`config.mk`:
```
export PLATFORM = sky130hd
export DESIGN_NAME = bus_fault_confine
export DESIGN_NICKNAME = d
export VERILOG_FILES = /design/src/rtl/bfc_pkg.sv /design/src/rtl/bfc_run_watch.sv /design/src/rtl/bfc_recovery.sv /design/src/rtl/bfc_suspend.sv /design/src/rtl/bfc_counters.sv /design/src/rtl/bus_fault_confine.sv
export SDC_FILE = /design/constraint.sdc
export NUM_CORES = 1
export LEC_CHECK = 0
export ABC_CLOCK_PERIOD_IN_PS = 6100
export BUFFER_PORTS_ARGS = -buffer_cell sky130_fd_sc_hd__buf_2
export CORE_MARGIN = 1
export CORE_UTILIZATION = 35
export DETAILED_ROUTE_END_ITERATION = 6
export GPL_TIMING_DRIVEN = 0
export MAX_ROUTING_LAYER = met4
export PLACE_DENSITY_LB_ADDON = 0.08
export SYNTH_ARGS = -nofsm -noshare
export SYNTH_HDL_FRONTEND = slang
export SYNTH_SLANG_ARGS = --single-unit
export TNS_END_PERCENT = 10
```
`constraint.sdc`:
```
create_clock -name clk -period 6.1 [get_ports clk]
set_clock_uncertainty 0.2 [all_clocks]
set_input_delay 0.305 -clock clk [delete_from_list [all_inputs] [get_ports clk]]
set_output_delay 0.305 -clock clk [all_outputs]
set_load 0.02 [all_outputs]
```
`src/rtl/bfc_pkg.sv`:
```
package bfc_pkg;
  typedef enum logic [1:0] {
    CONF_ACTIVE  = 2'b00,
    CONF_PASSIVE = 2'b01,
    CONF_BUSOFF  = 2'b10
  } conf_state_e;
endpackage

```
`src/rtl/bfc_run_watch.sv`:
```
// Counts dominant bits after a flag starts and pulses fire_o at each weighted threshold.
module bfc_run_watch #(
  parameter int ACT_FIRST = 14,
  parameter int PAS_FIRST = 8,
  parameter int STEP      = 8
) (
  input  logic clk,
  input  logic rst,
  input  logic hold_i,
  input  logic arm_i,
  input  logic arm_passive_i,
  input  logic bit_stb_i,
  input  logic bit_rec_i,
  output logic fire_o
);
  localparam int LIM_A  = (ACT_FIRST > PAS_FIRST) ? ACT_FIRST : PAS_FIRST;
  localparam int LIM_M  = (LIM_A > STEP) ? LIM_A : STEP;
  localparam int RW     = $clog2(LIM_M + 1);

  logic          armed_q, past_q, passive_q;
  logic [RW-1:0] cnt_q;
  logic [RW-1:0] lim;
  logic          dom, hit;

  always_comb begin
    dom = bit_stb_i && !bit_rec_i;
    if (past_q)         lim = RW'(STEP);
    else if (passive_q) lim = RW'(PAS_FIRST);
    else                lim = RW'(ACT_FIRST);
    hit    = armed_q && dom && !arm_i && (cnt_q + RW'(1) == lim);
    fire_o = hit && !hold_i;
  end

  always_ff @(posedge clk) begin
    if (rst || hold_i) begin
      armed_q   <= 1'b0;
      past_q    <= 1'b0;
      passive_q <= 1'b0;
      cnt_q     <= '0;
    end else if (arm_i) begin
      armed_q   <= 1'b1;
      past_q    <= 1'b0;
      passive_q <= arm_passive_i;
      cnt_q     <= '0;
    end else if (armed_q && bit_stb_i) begin
      if (bit_rec_i) begin
        armed_q <= 1'b0;
        cnt_q   <= '0;
      end else if (hit) begin
        past_q  <= 1'b1;
        cnt_q   <= '0;
      end else begin
        cnt_q   <= cnt_q + RW'(1);
      end
    end
  end

  // thresholds are at least STEP bits apart, so two fires never touch
  p_fire_gap_r7: assert property (@(posedge clk) disable iff (rst)
    fire_o |=> !fire_o);
  // a recessive bit ends the run, so the next cycle cannot fire
  p_rec_ends_run_r7: assert property (@(posedge clk) disable iff (rst)
    (bit_stb_i && bit_rec_i && !arm_i) |=> !fire_o);
endmodule

```
`src/rtl/bfc_recovery.sv`:
```
// Counts groups of consecutive recessive bits while bus-off.
module bfc_recovery #(
  parameter int GROUP_BITS = 11,
  parameter int GROUPS     = 128
) (
  input  logic clk,
  input  logic rst,
  input  logic busoff_i,
  input  logic bit_stb_i,
  input  logic bit_rec_i,
  output logic done_o
);
  localparam int BW = $clog2(GROUP_BITS + 1);
  localparam int SW = $clog2(GROUPS + 1);

  logic [BW-1:0] bits_q;
  logic [SW-1:0] seq_q;
  logic          grp_end;

  always_comb begin
    grp_end = busoff_i && bit_stb_i && bit_rec_i && (bits_q == BW'(GROUP_BITS - 1));
    done_o  = grp_end && (seq_q == SW'(GROUPS - 1));
  end

  always_ff @(posedge clk) begin
    if (rst || !busoff_i) begin
      bits_q <= '0;
      seq_q  <= '0;
    end else if (bit_stb_i) begin
      if (!bit_rec_i) begin
        bits_q <= '0;
      end else if (grp_end) begin
        bits_q <= '0;
        seq_q  <= done_o ? '0 : seq_q + SW'(1);
      end else begin
        bits_q <= bits_q + BW'(1);
      end
    end
  end

  // a dominant bit while bus-off discards the partial group
  p_dom_restarts_r12: assert property (@(posedge clk) disable iff (rst)
    (busoff_i && bit_stb_i && !bit_rec_i) |=> (bits_q == '0));
endmodule

```
`src/rtl/bfc_suspend.sv`:
```
// Holds back transmission for a fixed number of recessive bits after a passive node's frame.
module bfc_suspend #(
  parameter int SUSP_BITS = 8
) (
  input  logic clk,
  input  logic rst,
  input  logic busoff_i,
  input  logic passive_i,
  input  logic tx_done_i,
  input  logic bit_stb_i,
  input  logic bit_rec_i,
  output logic susp_o
);
  localparam int CW = $clog2(SUSP_BITS + 1);

  logic          susp_q;
  logic [CW-1:0] cnt_q;

  always_ff @(posedge clk) begin
    if (rst || busoff_i) begin
      susp_q <= 1'b0;
      cnt_q  <= '0;
    end else if (tx_done_i && passive_i) begin
      susp_q <= 1'b1;
      cnt_q  <= '0;
    end else if (susp_q && bit_stb_i) begin
      if (!bit_rec_i || cnt_q == CW'(SUSP_BITS - 1)) begin
        susp_q <= 1'b0;
        cnt_q  <= '0;
      end else begin
        cnt_q  <= cnt_q + CW'(1);
      end
    end
  end

  assign susp_o = susp_q;

  // suspension only ever starts from a passive node finishing a frame
  p_susp_source_r13: assert property (@(posedge clk) disable iff (rst)
    $rose(susp_q) |-> $past(passive_i && tx_done_i));
  // a dominant bit ends the wait at once
  p_susp_dom_end_r13: assert property (@(posedge clk) disable iff (rst)
    (susp_q && bit_stb_i && !bit_rec_i && !tx_done_i) |=> !susp_q);
endmodule

```
`src/rtl/bfc_counters.sv`:
```
// Transmit and receive fault counters with the confinement state register.
module bfc_counters
  import bfc_pkg::*;
#(
  parameter int CNT_W       = 9,
  parameter int PASSIVE_LIM = 127,
  parameter int BUSOFF_LIM  = 255,
  parameter int HEAVY_STEP  = 8
) (
  input  logic             clk,
  input  logic             rst,
  input  logic             rx_err_i,
  input  logic             tx_err_i,
  input  logic             dom_after_flag_i,
  input  logic             flag_bit_err_i,
  input  logic             role_tx_i,
  input  logic             run_fire_i,
  input  logic             tx_ok_i,
  input  logic             rx_ok_i,
  input  logic             recov_done_i,
  output logic [CNT_W-1:0] tec_o,
  output logic [CNT_W-1:0] rec_o,
  output conf_state_e      state_o,
  output logic             flag_rec_o
);
  localparam int          EXT     = CNT_W + 2;
  localparam int unsigned CNT_MAX = (1 << CNT_W) - 1;

  logic [CNT_W-1:0] tec_q, rec_q, tec_nx, rec_nx;
  logic [EXT-1:0]   tec_inc, rec_inc, tec_base, rec_base, tec_sum, rec_sum;
  conf_state_e      state_q, state_nx;
  logic             flag_q;

  always_comb begin
    tec_inc = '0;
    rec_inc = '0;
    if (tx_err_i)                        tec_inc = tec_inc + EXT'(HEAVY_STEP);
    if (flag_bit_err_i &&  role_tx_i)    tec_inc = tec_inc + EXT'(HEAVY_STEP);
    if (run_fire_i     &&  role_tx_i)    tec_inc = tec_inc + EXT'(HEAVY_STEP);
    if (rx_err_i)                        rec_inc = rec_inc + EXT'(1);
    if (dom_after_flag_i)                rec_inc = rec_inc + EXT'(HEAVY_STEP);
    if (flag_bit_err_i && !role_tx_i)    rec_inc = rec_inc + EXT'(HEAVY_STEP);
    if (run_fire_i     && !role_tx_i)    rec_inc = rec_inc + EXT'(HEAVY_STEP);

    if (tx_ok_i && tec_q != '0) tec_base = EXT'(tec_q) - EXT'(1);
    else                        tec_base = EXT'(tec_q);

    if (!rx_ok_i)                           rec_base = EXT'(rec_q);
    else if (rec_q > CNT_W'(PASSIVE_LIM))   rec_base = EXT'(PASSIVE_LIM);
    else if (rec_q == '0)                   rec_base = '0;
    else                                    rec_base = EXT'(rec_q) - EXT'(1);

    tec_sum = tec_base + tec_inc;
    rec_sum = rec_base + rec_inc;
    tec_nx  = (tec_sum > EXT'(CNT_MAX)) ? CNT_W'(CNT_MAX) : tec_sum[CNT_W-1:0];
    rec_nx  = (rec_sum > EXT'(CNT_MAX)) ? CNT_W'(CNT_MAX) : rec_sum[CNT_W-1:0];

    if (state_q == CONF_BUSOFF) begin
      tec_nx = recov_done_i ? '0 : tec_q;
      rec_nx = recov_done_i ? '0 : rec_q;
    end

    if (tec_nx > CNT_W'(BUSOFF_LIM))
      state_nx = CONF_BUSOFF;
    else if (tec_nx > CNT_W'(PASSIVE_LIM) || rec_nx > CNT_W'(PASSIVE_LIM))
      state_nx = CONF_PASSIVE;
    else
      state_nx = CONF_ACTIVE;
  end

  always_ff @(posedge clk) begin
    if (rst) begin
      tec_q   <= '0;
      rec_q   <= '0;
      state_q <= CONF_ACTIVE;
      flag_q  <= 1'b0;
    end else begin
      tec_q   <= tec_nx;
      rec_q   <= rec_nx;
      state_q <= state_nx;
      flag_q  <= (state_nx != CONF_ACTIVE);
    end
  end

  assign tec_o      = tec_q;
  assign rec_o      = rec_q;
  assign state_o    = state_q;
  assign flag_rec_o = flag_q;

  // the active code is never held with a count over the passive limit
  p_active_bound_r2: assert property (@(posedge clk) disable iff (rst)
    (state_q == CONF_ACTIVE) |-> (tec_q <= CNT_W'(PASSIVE_LIM) && rec_q <= CNT_W'(PASSIVE_LIM)));
  // flag polarity tracks the state register
  p_flag_polarity_r3: assert property (@(posedge clk) disable iff (rst)
    flag_q == (state_q != CONF_ACTIVE));
  // a clean successful reception above the limit lands on the limit
  p_rx_ok_clamp_r9: assert property (@(posedge clk) disable iff (rst)
    (state_q != CONF_BUSOFF && rx_ok_i && rec_q > CNT_W'(PASSIVE_LIM) && !rx_err_i &&
     !dom_after_flag_i && !(flag_bit_err_i && !role_tx_i) && !(run_fire_i && !role_tx_i))
    |=> (rec_q == CNT_W'(PASSIVE_LIM)));
  // the receive count never wraps from its maximum
  p_rec_saturate_r11: assert property (@(posedge clk) disable iff (rst)
    (state_q != CONF_BUSOFF && rec_q == CNT_W'(CNT_MAX) && !rx_ok_i) |=> (rec_q == CNT_W'(CNT_MAX)));
  // counts are frozen in bus-off until recovery completes
  p_busoff_hold_r11: assert property (@(posedge clk) disable iff (rst)
    (state_q == CONF_BUSOFF && !recov_done_i) |=> ($stable(tec_q) && $stable(rec_q)));
  // recovery clears both counts and returns to active
  p_recover_clear_r12: assert property (@(posedge clk) disable iff (rst)
    (state_q == CONF_BUSOFF && recov_done_i) |=> (tec_q == '0 && rec_q == '0 && state_q == CONF_ACTIVE));
endmodule

```
`src/rtl/bus_fault_confine.sv`:
```
module bus_fault_confine
  import bfc_pkg::*;
#(
  parameter int CNT_W        = 9,
  parameter int PASSIVE_LIM  = 127,
  parameter int BUSOFF_LIM   = 255,
  parameter int HEAVY_STEP   = 8,
  parameter int RUN_ACT      = 14,
  parameter int RUN_PAS      = 8,
  parameter int RUN_STEP     = 8,
  parameter int RECOV_BITS   = 11,
  parameter int RECOV_GROUPS = 128,
  parameter int SUSP_BITS    = 8
) (
  input  logic             clk,
  input  logic             rst,
  input  logic             rx_err_i,
  input  logic             tx_err_i,
  input  logic             dom_after_flag_i,
  input  logic             flag_bit_err_i,
  input  logic             role_tx_i,
  input  logic             run_arm_i,
  input  logic             run_passive_i,
  input  logic             bit_stb_i,
  input  logic             bit_rec_i,
  input  logic             tx_ok_i,
  input  logic             rx_ok_i,
  input  logic             tx_done_i,
  output logic [CNT_W-1:0] tec_o,
  output logic [CNT_W-1:0] rec_o,
  output logic [1:0]       state_o,
  output logic             flag_rec_o,
  output logic             suspend_o
);
  conf_state_e state;
  logic        busoff, passive, run_fire, recov_done;

  assign busoff  = (state == CONF_BUSOFF);
  assign passive = (state == CONF_PASSIVE);

  bfc_run_watch #(
    .ACT_FIRST (RUN_ACT),
    .PAS_FIRST (RUN_PAS),
    .STEP      (RUN_STEP)
  ) u_run (
    .clk           (clk),
    .rst           (rst),
    .hold_i        (busoff),
    .arm_i         (run_arm_i),
    .arm_passive_i (run_passive_i),
    .bit_stb_i     (bit_stb_i),
    .bit_rec_i     (bit_rec_i),
    .fire_o        (run_fire)
  );

  bfc_recovery #(
    .GROUP_BITS (RECOV_BITS),
    .GROUPS     (RECOV_GROUPS)
  ) u_recov (
    .clk       (clk),
    .rst       (rst),
    .busoff_i  (busoff),
    .bit_stb_i (bit_stb_i),
    .bit_rec_i (bit_rec_i),
    .done_o    (recov_done)
  );

  bfc_counters #(
    .CNT_W       (CNT_W),
    .PASSIVE_LIM (PASSIVE_LIM),
    .BUSOFF_LIM  (BUSOFF_LIM),
    .HEAVY_STEP  (HEAVY_STEP)
  ) u_cnt (
    .clk              (clk),
    .rst              (rst),
    .rx_err_i         (rx_err_i),
    .tx_err_i         (tx_err_i),
    .dom_after_flag_i (dom_after_flag_i),
    .flag_bit_err_i   (flag_bit_err_i),
    .role_tx_i        (role_tx_i),
    .run_fire_i       (run_fire),
    .tx_ok_i          (tx_ok_i),
    .rx_ok_i          (rx_ok_i),
    .recov_done_i     (recov_done),
    .tec_o            (tec_o),
    .rec_o            (rec_o),
    .state_o          (state),
    .flag_rec_o       (flag_rec_o)
  );

  bfc_suspend #(
    .SUSP_BITS (SUSP_BITS)
  ) u_susp (
    .clk       (clk),
    .rst       (rst),
    .busoff_i  (busoff),
    .passive_i (passive),
    .tx_done_i (tx_done_i),
    .bit_stb_i (bit_stb_i),
    .bit_rec_i (bit_rec_i),
    .susp_o    (suspend_o)
  );

  assign state_o = state;
endmodule

```
# [Word level (Yosys, flattened, before mapping)]
# Cells that the tools add are included.
# W data, S select, Z words.
[classes] addsub=13 n_lt_le_gt_ge=6 n_eq_ne=6 n_mux=33 bitwise=1 n_reduce_logical=38
[op_table] operator="$mux W11" n=9
[op_table] operator="$mux W9" n=6
[op_table] operator="$add A11 B4 Y11 const B" n=3
[op_table] operator="$mux W4" n=7
[op_table] operator="$gt A9 B7 Y1 const B" n=3
[op_table] operator="$add A11 B11 Y11" n=2
[op_table] operator="$gt A11 B9 Y1 const B" n=2
[op_table] operator="$sub A9 B1 Y10 const B" n=2
[op_table] operator="$logic_and A1 B1 Y1" n=17
[op_table] operator="$add A4 B1 Y4 const B" n=3
[op_table] operator="$reduce_bool A2 Y1" n=5
[op_table] operator="$gt A9 B8 Y1 const B" n=1
[op_table] operator="$logic_not A9 Y1" n=1
[op_table] operator="$reduce_bool A9 Y1" n=1
[op_table] operator="$add A8 B1 Y8 const B" n=1
[op_table] operator="$eq A8 B7 Y1 const B" n=1
[op_table] operator="$mux W1" n=8
[op_table] operator="$mux W8" n=1
[op_table] operator="$reduce_and A3 Y1" n=2
[op_table] operator="$add A1 B4 Y5 const B" n=1
[op_table] operator="$add A4 B4 Y5 const B" n=1
[op_table] operator="$eq A4 B3 Y1 const B" n=1
[op_table] operator="$eq A4 B4 Y1" n=1
[op_table] operator="$eq A4 B4 Y1 const B" n=1
[op_table] operator="other kinds (9)" n=17
[word_totals] reg_bits=45 word_cells=109

# [Logic depth before layout (Yosys ltp)]
# Gate-level depths: netlist of run 1.
[depth] depth_word=17 depth_mapped=16 ltp_nobuf=16

# [Cells and area by module]
# From an unflattened synthesis of run 1, not the netlist that was laid out.
[hier_totals] cells_unflattened=409 hier_area_um2=3275.6
[by_module_without_submodules] mod="bfc_counters" n_inst=1 cells_each=265 area_per_inst_um2=2031.9 seq_area_each_um2=420.4
[by_module_without_submodules] mod="bfc_recovery" n_inst=1 cells_each=76 area_per_inst_um2=628.1 seq_area_each_um2=240.2
[by_module_without_submodules] mod="bfc_run_watch" n_inst=1 cells_each=41 area_per_inst_um2=369.1 seq_area_each_um2=140.1
[by_module_without_submodules] mod="bfc_suspend" n_inst=1 cells_each=25 area_per_inst_um2=231.5 seq_area_each_um2=100.1
[by_module_without_submodules] mod="bus_fault_confine" n_inst=1 cells_each=2 area_per_inst_um2=15.0 seq_area_each_um2=0.0

# [Least setup slack after synthesis of run 1]
# OpenSTA, ideal clock, no wires.
[synth_path] kind="register -> register" from="register u_run.cnt_q[0]" to="register u_cnt.rec_q[2] (netlist: u_cnt.rec_o[2])" setup_time_ps=133 t_arrival_ps=3879 t_required_ps=5767 setup_slack_ps=1888 stages_incl_launch_ff=17 cell_sequence="dfxtp_1 -> ha_1 -> xor2_1 -> or3_1 -> a21oi_1 -> nor3b_1 -> nand2_1 -> nor2_1 -> mux2i_1 -> ha_1 -> clkbuf_1 -> and4_1 -> o21ai_0 -> a211oi_1 -> nand3_1 -> a211o_1 -> a2bb2oi_1"
[synth_via] elab_chain_len=10
[synth_rtl] element="start: declaration" line_no="bfc_run_watch.sv:21" source="logic [RW-1:0] cnt_q;"
[synth_rtl] element="start signal: assignment" line_no="bfc_run_watch.sv:53" source="cnt_q <= cnt_q + RW'(1);"
[synth_rtl] element="$add A4 B1 Y4 *" line_no="bfc_run_watch.sv:30" source="hit = armed_q && dom && !arm_i && (cnt_q + RW'(1) == lim);"
[synth_rtl] element="$eq A4 B4 Y1 *" line_no="bfc_run_watch.sv:30"
[synth_rtl] element="$logic_and A1 B1 Y1 *" line_no="bfc_run_watch.sv:30"
[synth_rtl] element="$logic_and A1 B1 Y1 *" line_no="bfc_run_watch.sv:31" source="fire_o = hit && !hold_i;"
[synth_rtl] element="$logic_and A1 B1 Y1 *" line_no="bfc_counters.sv:43" source="if (run_fire_i && !role_tx_i) rec_inc = rec_inc + EXT'(HEAVY_STEP);"
[synth_rtl] element="$mux W11 *" line_no="bfc_counters.sv:43"
[synth_rtl] element="$add A11 B11 Y11 *" line_no="bfc_counters.sv:54" source="rec_sum = rec_base + rec_inc;"
[synth_rtl] element="$gt A11 B9 Y1" line_no="bfc_counters.sv:56" source="rec_nx = (rec_sum > EXT'(CNT_MAX)) ? CNT_W'(CNT_MAX) : rec_sum[CNT_W-1:0];"
[synth_rtl] element="$mux W9 *" line_no="bfc_counters.sv:56"
[synth_rtl] element="$mux W9 *" line_no="bfc_counters.sv:58" source="if (state_q == CONF_BUSOFF) begin"
[synth_rtl] element="end signal: assignment" line_no="bfc_counters.sv:79" source="rec_q <= rec_nx;"
[synth_rtl] element="end: declaration" line_no="bfc_counters.sv:29" source="logic [CNT_W-1:0] tec_q, rec_q, tec_nx, rec_nx;"
# Mark *: on every way between the ends. The rest lies on a longest branch, timed or not.
# A chain may end at the register's enable or synchronous reset.

# [Worst setup path in the final report of run 1]
# Same ends and word-level chain as after synthesis.

==> metrics.txt, run 1 <==
net switching power approximately 0.77 mW; fill count just under 1000; # IOs 36; Pint 0.839 mW; CP max stage cell nor3b_1; # resized after CTS 0; number of synthesized flops with an enable pin 0; CP startpoint kind flip-flop; P_leak 1.60 nW; main flop type after synthesis dfxtp_1; clock power share 15.4%; final WL roughly 9000 um; worst hold path type primary input to flip-flop; RSZ-0062 raised after global routing false; DR vias/cell 5.40; Final Hold Viols 0; Worst Path Max Fanout 8; die width 99.4 um; Final min period roughly 5.4 ns; Synth area leader dfxtp_1; Final #Nets 503; total die area around 9900 um2; core area 9240 um2; worst r2r dst u_cnt.rec_o[2]; part of the power in registers between 20% and 30%; largest net degree at the start of global routing 17; Setup Buffers After CTS 0; Clock transition at path regs 0.10 ns; vias in the first global route 3061; cts bufs inserted 5; crit path capture u_cnt.rec_o[2]; post-synth cell types 66; maxcap violations 0; worst r2r src u_run.cnt_q[0]; setup ws final 0.714 ns; initial antenna violation count 0; drt initial violations 130; crit path from u_run.cnt_q[0]; Final Max Slew Viols 0; ANT nets after route 0; pre-CTS WS 0.690 ns; Mapped Area between 3000 and 4000 um2; Slew headroom 31.8%; R2R cell count 16; Fin Setup TNS 0 ns; clk root buf clkbuf_8; FF-to-FF setup slack 0.71 ns; largest cells by area after synthesis dfxtp_1, ha_1, nand2_1; CP max stage delay 0.86 ns; DRC 0; placed cell area around 3700 um2; Detailed Place HPWL 6660 um; Tot Pwr 1.61 mW; Sw Ratio 47.8%; Async S/R FF share, synth 0%; worst-margin pin slew 1.02 ns; syn_nets 462; VDD IR max 175 uV; Core Rows 35; CP dominant cell by count ha_1; Syn Inst Count 425; clock tree buffer depth 2; Setup CP Type flip-flop to flip-flop; Die Span Y just under 100 um; status complete, no violations; hold-fix buffers at CTS 0; WP data arrival 5.36 ns; n_diodes 0; Fmax achieved about 190 MHz; Seq/Total Area, Yosys 27.1%; Setup violations, final 0; layout overhead on the synthesized area 13.5%; GP Congestion 0.890; GRT Total Usage 19.6%; initial core utilization a little over a third; mean post-synth cell area 7.82 um2; final core area utilization 40.8%; H-tree Lvls 2; clk_lat worst skew 0.31 ns; CTS tree done; crit-path cells ha_1, xor2_1, or3_1, a21oi_1, nor3b_1, nand2_1, nor2_1, mux2i_1, ha_1, clkbuf_1, and4_1, o21ai_0, a211oi_1, nand3_1, a211o_1, a2bb2oi_1; layout cells sized above 1 13.1%; Syn. warnings 0; first-pass GRT wire length roughly 15000 um; final instance area 3770 um2; via count approximately 3200; count of input and output buffers 34; combinational power share 57.7%; First-pass DRT Iterations 4; required time worst endpoint roughly 6.1 ns; WL/cell 14.9 um; pwr dens 427 nW/um2; clock sinks 45; fin crit share 88.3%; CP endpoint kind flip-flop; post-synthesis register bit count 45; post-synth top area share 27.1%; GR Overflow Total 0
## Yosys cell counts (3+ instances only)
library cell  number
nor2_1            47
nand2_1           51
a22o_1             3
a311oi_1           3
nand3b_1           6
nand3_1           16
nor3b_1            4
dfxtp_1           45
a21oi_1           27
and3_1             7
a2bb2oi_1          7
a22oi_1            3
xor2_1            15
nor4_1             5
or3_1              3
a31oi_1            3
nand4b_1           3
and2_1             4
nand4_1            7
mux2i_1            5
nand2b_1           4
nor2b_1            4
clkbuf_1           9
inv_1             17
o21a_1             3
o31ai_1            3
buf_2              3
nor3_1            15
a21o_1             6
o21ai_0           17
ha_1              22
nor4b_1            3
a211oi_1           4
xnor2_1            8
## placed cells by master (no fill, tap or decap), types with 4 or more instances in the layout
cell,count
nor2_1,47
a21o_1,6
nand3b_1,6
ha_1,22
inv_1,17
nor4_1,5
nand4_1,7
buf_2,37
nor3_1,15
and2_1,4
xnor2_1,8
nand3_1,16
nor2b_1,4
dfxtp_1,45
clkbuf_1,9
nand2b_1,4
a2bb2oi_1,7
a211oi_1,4
o21ai_0,17
nand2_1,51
xor2_1,15
a21oi_1,27
clkbuf_8,5
and3_1,7
mux2i_1,5
nor3b_1,4
## cell type report
class / count / area [um2] / area share, %
clock buffer: 5 / 68.8 / 1.82
multi-input combinational: 350 / 2300 / 60.9
timing repair buffer: 34 / 170 / 4.51
clock inverter: 3 / 47.5 / 1.26
sequential: 45 / 901 / 23.9
inverter: 17 / 63.8 / 1.69
buffer: 13 / 60.1 / 1.59
tap: 129 / 161 / 4.28
## per-stage QoR
| step | hold slack (ns) | cells |
|---|---|---|
| 6_report | 0.0306 | 596 |
| 5_1_grt | 0.0476 | 596 |
| 4_1_cts | 0.0222 | 596 |
| 3_5_place_dp | 0.264 | 588 |
| 3_3_place_gp | 0.254 | 588 |
| 2_1_floorplan | 0.174 | 425 |
## flip-flops by register name (all words and copies together) (netlist names)
name / cells
u_cnt.flag_rec_o: 1
u_cnt.rec_o: 9
u_cnt.state_o: 2
u_cnt.tec_o: 9
u_recov.bits_q: 4
u_recov.seq_q: 8
u_run.armed_q: 1
u_run.cnt_q: 4
u_run.passive_q: 1
u_run.past_q: 1
u_susp.cnt_q: 4
u_susp.susp_o: 1
## critical path: cells and delay by family (launching register included)
kind                     cells  cell delay [ns]
AND/OR/NAND/NOR              6             2.03
AO/OA/AOI/OAI                5             1.58
adder cells (fa/ha/maj)      2             0.52
flip-flops                   1             0.35
buffers and inverters        1             0.27
XOR/XNOR                     1             0.15
multiplexers                 1             0.13
## layer usage
layer / global-route usage, % / up-vias / wire length (um)
met3: 3.09 / 10 / 274
met1: 25.7 / 1518 / 4350
met5: - / - / 0
li1: - / 1637 / -
met2: 31.3 / 55 / 4140
met4: 5.09 / 0 / 104
## power by group through the flow
stage / Sequential [mW] / Clock (mW) / Combinational [mW]
finish: 0.433 / 0.247 / 0.928
global route: 0.446 / 0.267 / 1.04
CTS: 0.434 / 0.260 / 0.931
detailed placement: 0.441 / 0 / 0.925
global placement: 0.440 / 0 / 0.930
floorplan: 0.480 / 0 / 0.649
## how the worst min path moves through the flow
stage / end / slack, ns / depth (start not counted) / start
after floorplan: u_susp.susp_o / 0.17 / 1 / rst
after detailed placement: u_run.past_q / 0.26 / 2 / u_run.past_q
after global placement: u_run.past_q / 0.25 / 2 / u_run.past_q
final: u_run.passive_q / 0.03 / 3 / run_passive_i
after CTS: u_run.passive_q / 0.02 / 3 / run_passive_i
after global routing: u_susp.susp_o / 0.05 / 2 / rst
## logic make-up (layout without fill, tap and decap cells)
group | after synthesis | count (layout) | synth area share [%]
AOI/OAI and AO/OA | 104 | 104 | 22.1
xor gates and xnor gates | 23 | 23 | 6.06
adders and majority gates | 23 | 23 | 8.89
buffers and inverters | 30 | 72 | 3.73
DFF | 45 | 45 | 27.1
muxes | 6 | 6 | 1.84
and+or+nand+nor | 194 | 194 | 30.3
Power figures use the tool's default switching activity.
==> run 2, diff against run 1 <==
--- a/config.mk
+++ b/config.mk
@@ -7,6 +7,8 @@
 export LEC_CHECK = 0
 export ABC_CLOCK_PERIOD_IN_PS = 6100
 export BUFFER_PORTS_ARGS = -buffer_cell sky130_fd_sc_hd__buf_2
+export CELL_PAD_IN_SITES_DETAIL_PLACEMENT = 0
+export CELL_PAD_IN_SITES_GLOBAL_PLACEMENT = 1
 export CORE_MARGIN = 1
 export CORE_UTILIZATION = 35
 export DETAILED_ROUTE_END_ITERATION = 6
==> run 2 against run 1 <==
  * First-iteration DRC count grew 50%
  * Setup slack improved by 0.030 ns
  * Non-clock buffer count did not move
  * Register-to-register slack better by 0.03 ns
  * Sequential share of layout area hardly changed
  * Final cell count is the same
  * Worst hold slack better by 0.012 ns
  * Die area unchanged
  * Global-route usage decreased by 0.20 points
  * Critical endpoint is now u_cnt.rec_o[6]
  * Largest cell class unchanged
==> metrics.txt, run 2 (synthesis results as in run 1) <==
final WL 8910 um; crit-path cells ha_1, xor2_1, or3_1, a21oi_1, nor3b_1, nand2_1, nor2_1, mux2i_1, ha_1, clkbuf_1, and4_1, o21ai_0, a211oi_1, nand3_1, a211o_1, a2bb2oi_1; First-pass DRT Iterations 4; P_leak between 1.5 and 2 nW; met1 WL between 4000 and 5000 um; GP Congestion 0.853; GRT Total Usage 19.4%; Slew headroom between 20% and 30%; count of input and output buffers 34; initial core utilization between 30% and 40%; Fin Setup TNS 0 ns; Max Used Layer met4; H-tree Lvls 2; CTS tree done; Clock transition at path regs 0.09 ns; Die Span Y 99.4 um; worst hold path type primary input to flip-flop; CP startpoint kind flip-flop; CP dominant cell by count ha_1; maxcap violations 0; n_diodes 0; GR Overflow Total 0; CP max stage delay around 0.9 ns; commonest cells after routing, fill and taps aside nand2_1, nor2_1, dfxtp_1; Final Hold Viols 0; pre-CTS WS ~0.7 ns; drt initial violations 195; CP endpoint kind flip-flop; clk_lat worst skew 0.30 ns; status complete, no violations; hold-fix buffers at CTS 0; pwr dens 426 nW/um2; ANT nets after route 0; Core Rows 35; commonest non-fill, non-tap cell in the layout nand2_1; clock sinks between 40 and 50; setup ws final roughly 0.74 ns; Final min period 5.36 ns; WL/cell 15.0 um; layout cells sized above 1 12.8%; Worst Path Max Fanout 8; Detailed Place HPWL between 6000 and 7000 um; first-pass GRT wire length 14900 um; DR vias/cell 5.40; # IOs 36; DR WL met3 373 um; CP max stage cell nor3b_1; Setup violations, final 0; vias in the first global route just under 3000; Setup CP Type flip-flop to flip-flop; initial antenna violation count 0; total die area 9890 um2; clk root buf clkbuf_8; required time worst endpoint ~6 ns; DRC 0; worst-margin pin slew 1.05 ns; buffer and inverter count on the worst path 1; RSZ-0062 raised after global routing false; fin crit share 87.8%; WL met2 approximately 4000 um; largest net degree at the start of global routing 15; Fmax achieved 187 MHz; layout overhead on the synthesized area 13.3%; CP top delay family simple AND/OR/NAND/NOR gates; Final Max Slew Viols 0; Setup Buffers After CTS 0; die width 99.4 um; Final #Nets 503; via count 3216; # resized after CTS 0; VDD IR max 175 uV; cts bufs inserted 5; core area 9240 um2; clock tree buffer depth 2; WP data arrival 5.31 ns
## run 2: cell types whose count changed in the layout (fill, tap and decap cells not counted)
cell / change
clkinv_4: +1
inv_6: -2
clkbuf_1: +1
## run 2: layout make-up
type / instances / area, um2
Clock buffer: 6 / 72.6
Timing Repair Buffer: 34 / 170
Multi-Input combinational cell: 350 / 2300
Tap cell: 129 / 161
Fill cell: 988 / 5470
Buffer: 13 / 60.1
Inverter: 17 / 63.8
Sequential cell: 45 / 901
Clock inverter: 2 / 38.8
## run 2: stage by stage
step	std cells	power [mW]	util (%)	hold slack, ns	instance area [um2]
2_1_floorplan	425	1.13	-	0.174	3320
3_3_place_gp	588	1.37	39.6	0.261	3650
3_5_place_dp	588	1.37	39.6	0.261	3650
4_1_cts	596	1.61	40.8	0.0383	3770
5_1_grt	596	1.74	40.8	0.0487	3770
6_report	596	1.61	40.8	0.0426	3770
## run 2: per-layer routing
metal	vias to the layer above	global-route usage (%)
met2	56	29.6
li1	1644	-
met4	0	4.64
met1	1508	26.4
met3	8	3.44
met5	-	-
## run 2: power breakdown
part | total (mW) | switching (mW) | internal (mW) | leakage, nW
Combinational | 0.937 | 0.573 | 0.363 | 1.17
Clock | 0.234 | 0.111 | 0.123 | 0.0554
Sequential | 0.435 | 0.0839 | 0.351 | 0.367
## run 2: tightest hold or removal path, stage by stage
cell and delay [ns]:
buf_2 0.08, mux2i_1 0.06, nor2_1 0.07
## run 2: path summary, 6_finish.rpt
| path | slack, ns | to | cells after the start | startpoint |
|---|---|---|---|---|
| max | 0.74 | u_cnt.rec_o[6] | 16 | u_run.cnt_q[0] |
| min | 0.04 | u_run.passive_q | 3 | run_passive_i |
| max reg2reg | 0.74 | u_cnt.rec_o[6] | 16 | u_run.cnt_q[0] |
| min reg2reg | 0.29 | u_run.past_q | 2 | u_run.past_q |
==> run 3, diff against run 2 <==
==> constraint.sdc (replaced) <==
create_clock -name clk -period 6.1 [get_ports clk]
set_clock_uncertainty 0.2 [all_clocks]
set_input_delay 0.915 -clock clk [delete_from_list [all_inputs] [get_ports clk]]
set_output_delay 0.915 -clock clk [all_outputs]
set_load 0.02 [all_outputs]
==> run 3 against run 2 <==
  * Critical path depth unchanged
  * Fmax up 0.66%
  * Final area up 0.13%
  * First-iteration DRC count down 3.1%
  * Die area unchanged
  * Critical endpoint unchanged
  * Sequential share of layout area about the same
  * Routed wire length about the same
  * Global-route usage unchanged
  * Clock power about the same
  * Largest power group unchanged
  * Non-clock buffer count unchanged
  * Highest routed layer unchanged
  * Critical path type is now primary input to flip-flop
==> metrics.txt, run 3 (synthesis results as in run 1) <==
worst r2r src u_run.cnt_q[0]; H-tree Lvls 2; die width 99.4 um; total die area 9890 um2; FF-to-FF setup slack 1.11 ns; P_leak 1.59 nW; Core Rows 35; ANT nets after route 0; final WL 8920 um; Fmax achieved 188 MHz; crit-path cells buf_2, clkbuf_1, nand2_1, or2_2, nor3b_2, nand2_1, nor2_1, mux2i_1, ha_1, clkbuf_1, and4_1, o21ai_0, a211oi_1, nand3_1, a211o_1, a2bb2oi_1; CP max stage cell a211oi_1; clk root buf clkbuf_8; Hold Slack 0.285 ns; WL/cell 15.0 um; CP top delay family simple AND/OR/NAND/NOR gates; crit path from bit_stb_i; GR Overflow Total 0; CP endpoint kind flip-flop; Tot Pwr 1.60 mW; worst r2r dst u_cnt.rec_o[6]; GRT Total Usage 19.4%; maxcap violations 0; commonest non-fill, non-tap cell in the layout nand2_1; crit path capture u_cnt.rec_o[6]; CP max stage delay ~0.55 ns; drt initial violations 189; core area 9240 um2; clock tree buffer depth 2; Slew headroom 46.4%; largest net degree at the start of global routing 15; Final Max Slew Viols 0; setup ws final 0.779 ns; layout cells sized above 1 13.1%; Detailed Place HPWL 6750 um; worst hold path type flip-flop to flip-flop; first-pass GRT wire length 14900 um; Setup CP Type primary input to flip-flop; via count 3211; Stages on worst setup path 16; clk_lat worst skew about 0.3 ns; n_diodes 0; pre-CTS WS just under 0.09 ns; clock sinks 45; count of input and output buffers 34; placed cell area 3650 um2; GP Congestion 0.853; vias in the first global route 2978; WP data arrival 5.28 ns; initial core utilization 36.0%; worst-margin pin slew approximately 0.8 ns; CP startpoint kind primary input; fill count just under 1000; layout overhead on the synthesized area 13.5%; Setup Buffers After CTS 0; Die Span Y 99.4 um; final core area utilization roughly two fifths; Cells after DPL between 500 and 600; final instance area between 3000 and 4000 um2; commonest cells after routing, fill and taps aside nand2_1, nor2_1, dfxtp_1; buffer and inverter count on the worst path 3; CTS tree done; cts bufs inserted 5; Fin Setup TNS 0 ns; initial antenna violation count 0; # resized after CTS 0; R2R cell count 16; VDD IR max 174 uV; RSZ-0062 raised after global routing false; Setup violations, final 0; hold-fix buffers at CTS 0; required time worst endpoint ~6 ns; # IOs 36; Final Hold Viols 0; Final min period 5.32 ns; Worst Path Max Fanout 10; pwr dens 426 nW/um2; fin crit share 87.2%; Finished Layout Cells 596; DR vias/cell approximately 5.4; DRC 0; First-pass DRT Iterations 4; Final #Nets 503; Clock transition at path regs around 0.090 ns; status complete, no violations
## run 3: where the power goes
group          internal (mW)  switching [mW]
logic                  0.363           0.573
clock network          0.123           0.111
registers              0.351          0.0833
## run 3: layout make-up
cell class,count,area [um2],area share (%)
repair buffers,34,170,4.51
multi-input cells,350,2300,61.1
flip-flops and latches,45,901,23.9
inverters,17,63.8,1.69
clock buffers,6,72.6,1.92
clock inverters,2,38.8,1.03
well taps,129,161,4.28
plain buffers,13,60.1,1.59
## run 3: worst register-to-register path, cell delays in order, from the launching register on
cell and delay [ns]:
dfxtp_1 0.35, ha_1 0.24, xor2_1 0.16, or3_1 0.35, a21oi_1 0.24, nor3b_2 0.55
nand2_1 0.11, nor2_1 0.22, mux2i_1 0.12, ha_1 0.27, clkbuf_1 0.27, and4_1 0.23
o21ai_0 0.10, a211oi_1 0.55, nand3_1 0.23, a211o_1 0.47, a2bb2oi_1 0.19
## run 3: worst min path at each step
stage                          start               end  depth (start not counted)
floorplan               u_run.past_q      u_run.past_q                          2
global placement    u_recov.seq_q[1]  u_recov.seq_q[1]                          2
detailed placement      u_run.past_q      u_run.past_q                          2
CTS                     u_run.past_q      u_run.past_q                          2
global route         u_susp.cnt_q[1]   u_susp.cnt_q[1]                          2
finish                  u_run.past_q      u_run.past_q                          2
## run 3: metal layers
layer	routed length [um]	GRT usage, %	vias up
met5	0	-	-
met3	368	3.44	8
met1	4500	26.4	1507
li1	-	-	1642
met2	3980	29.6	54
met4	78	4.64	0
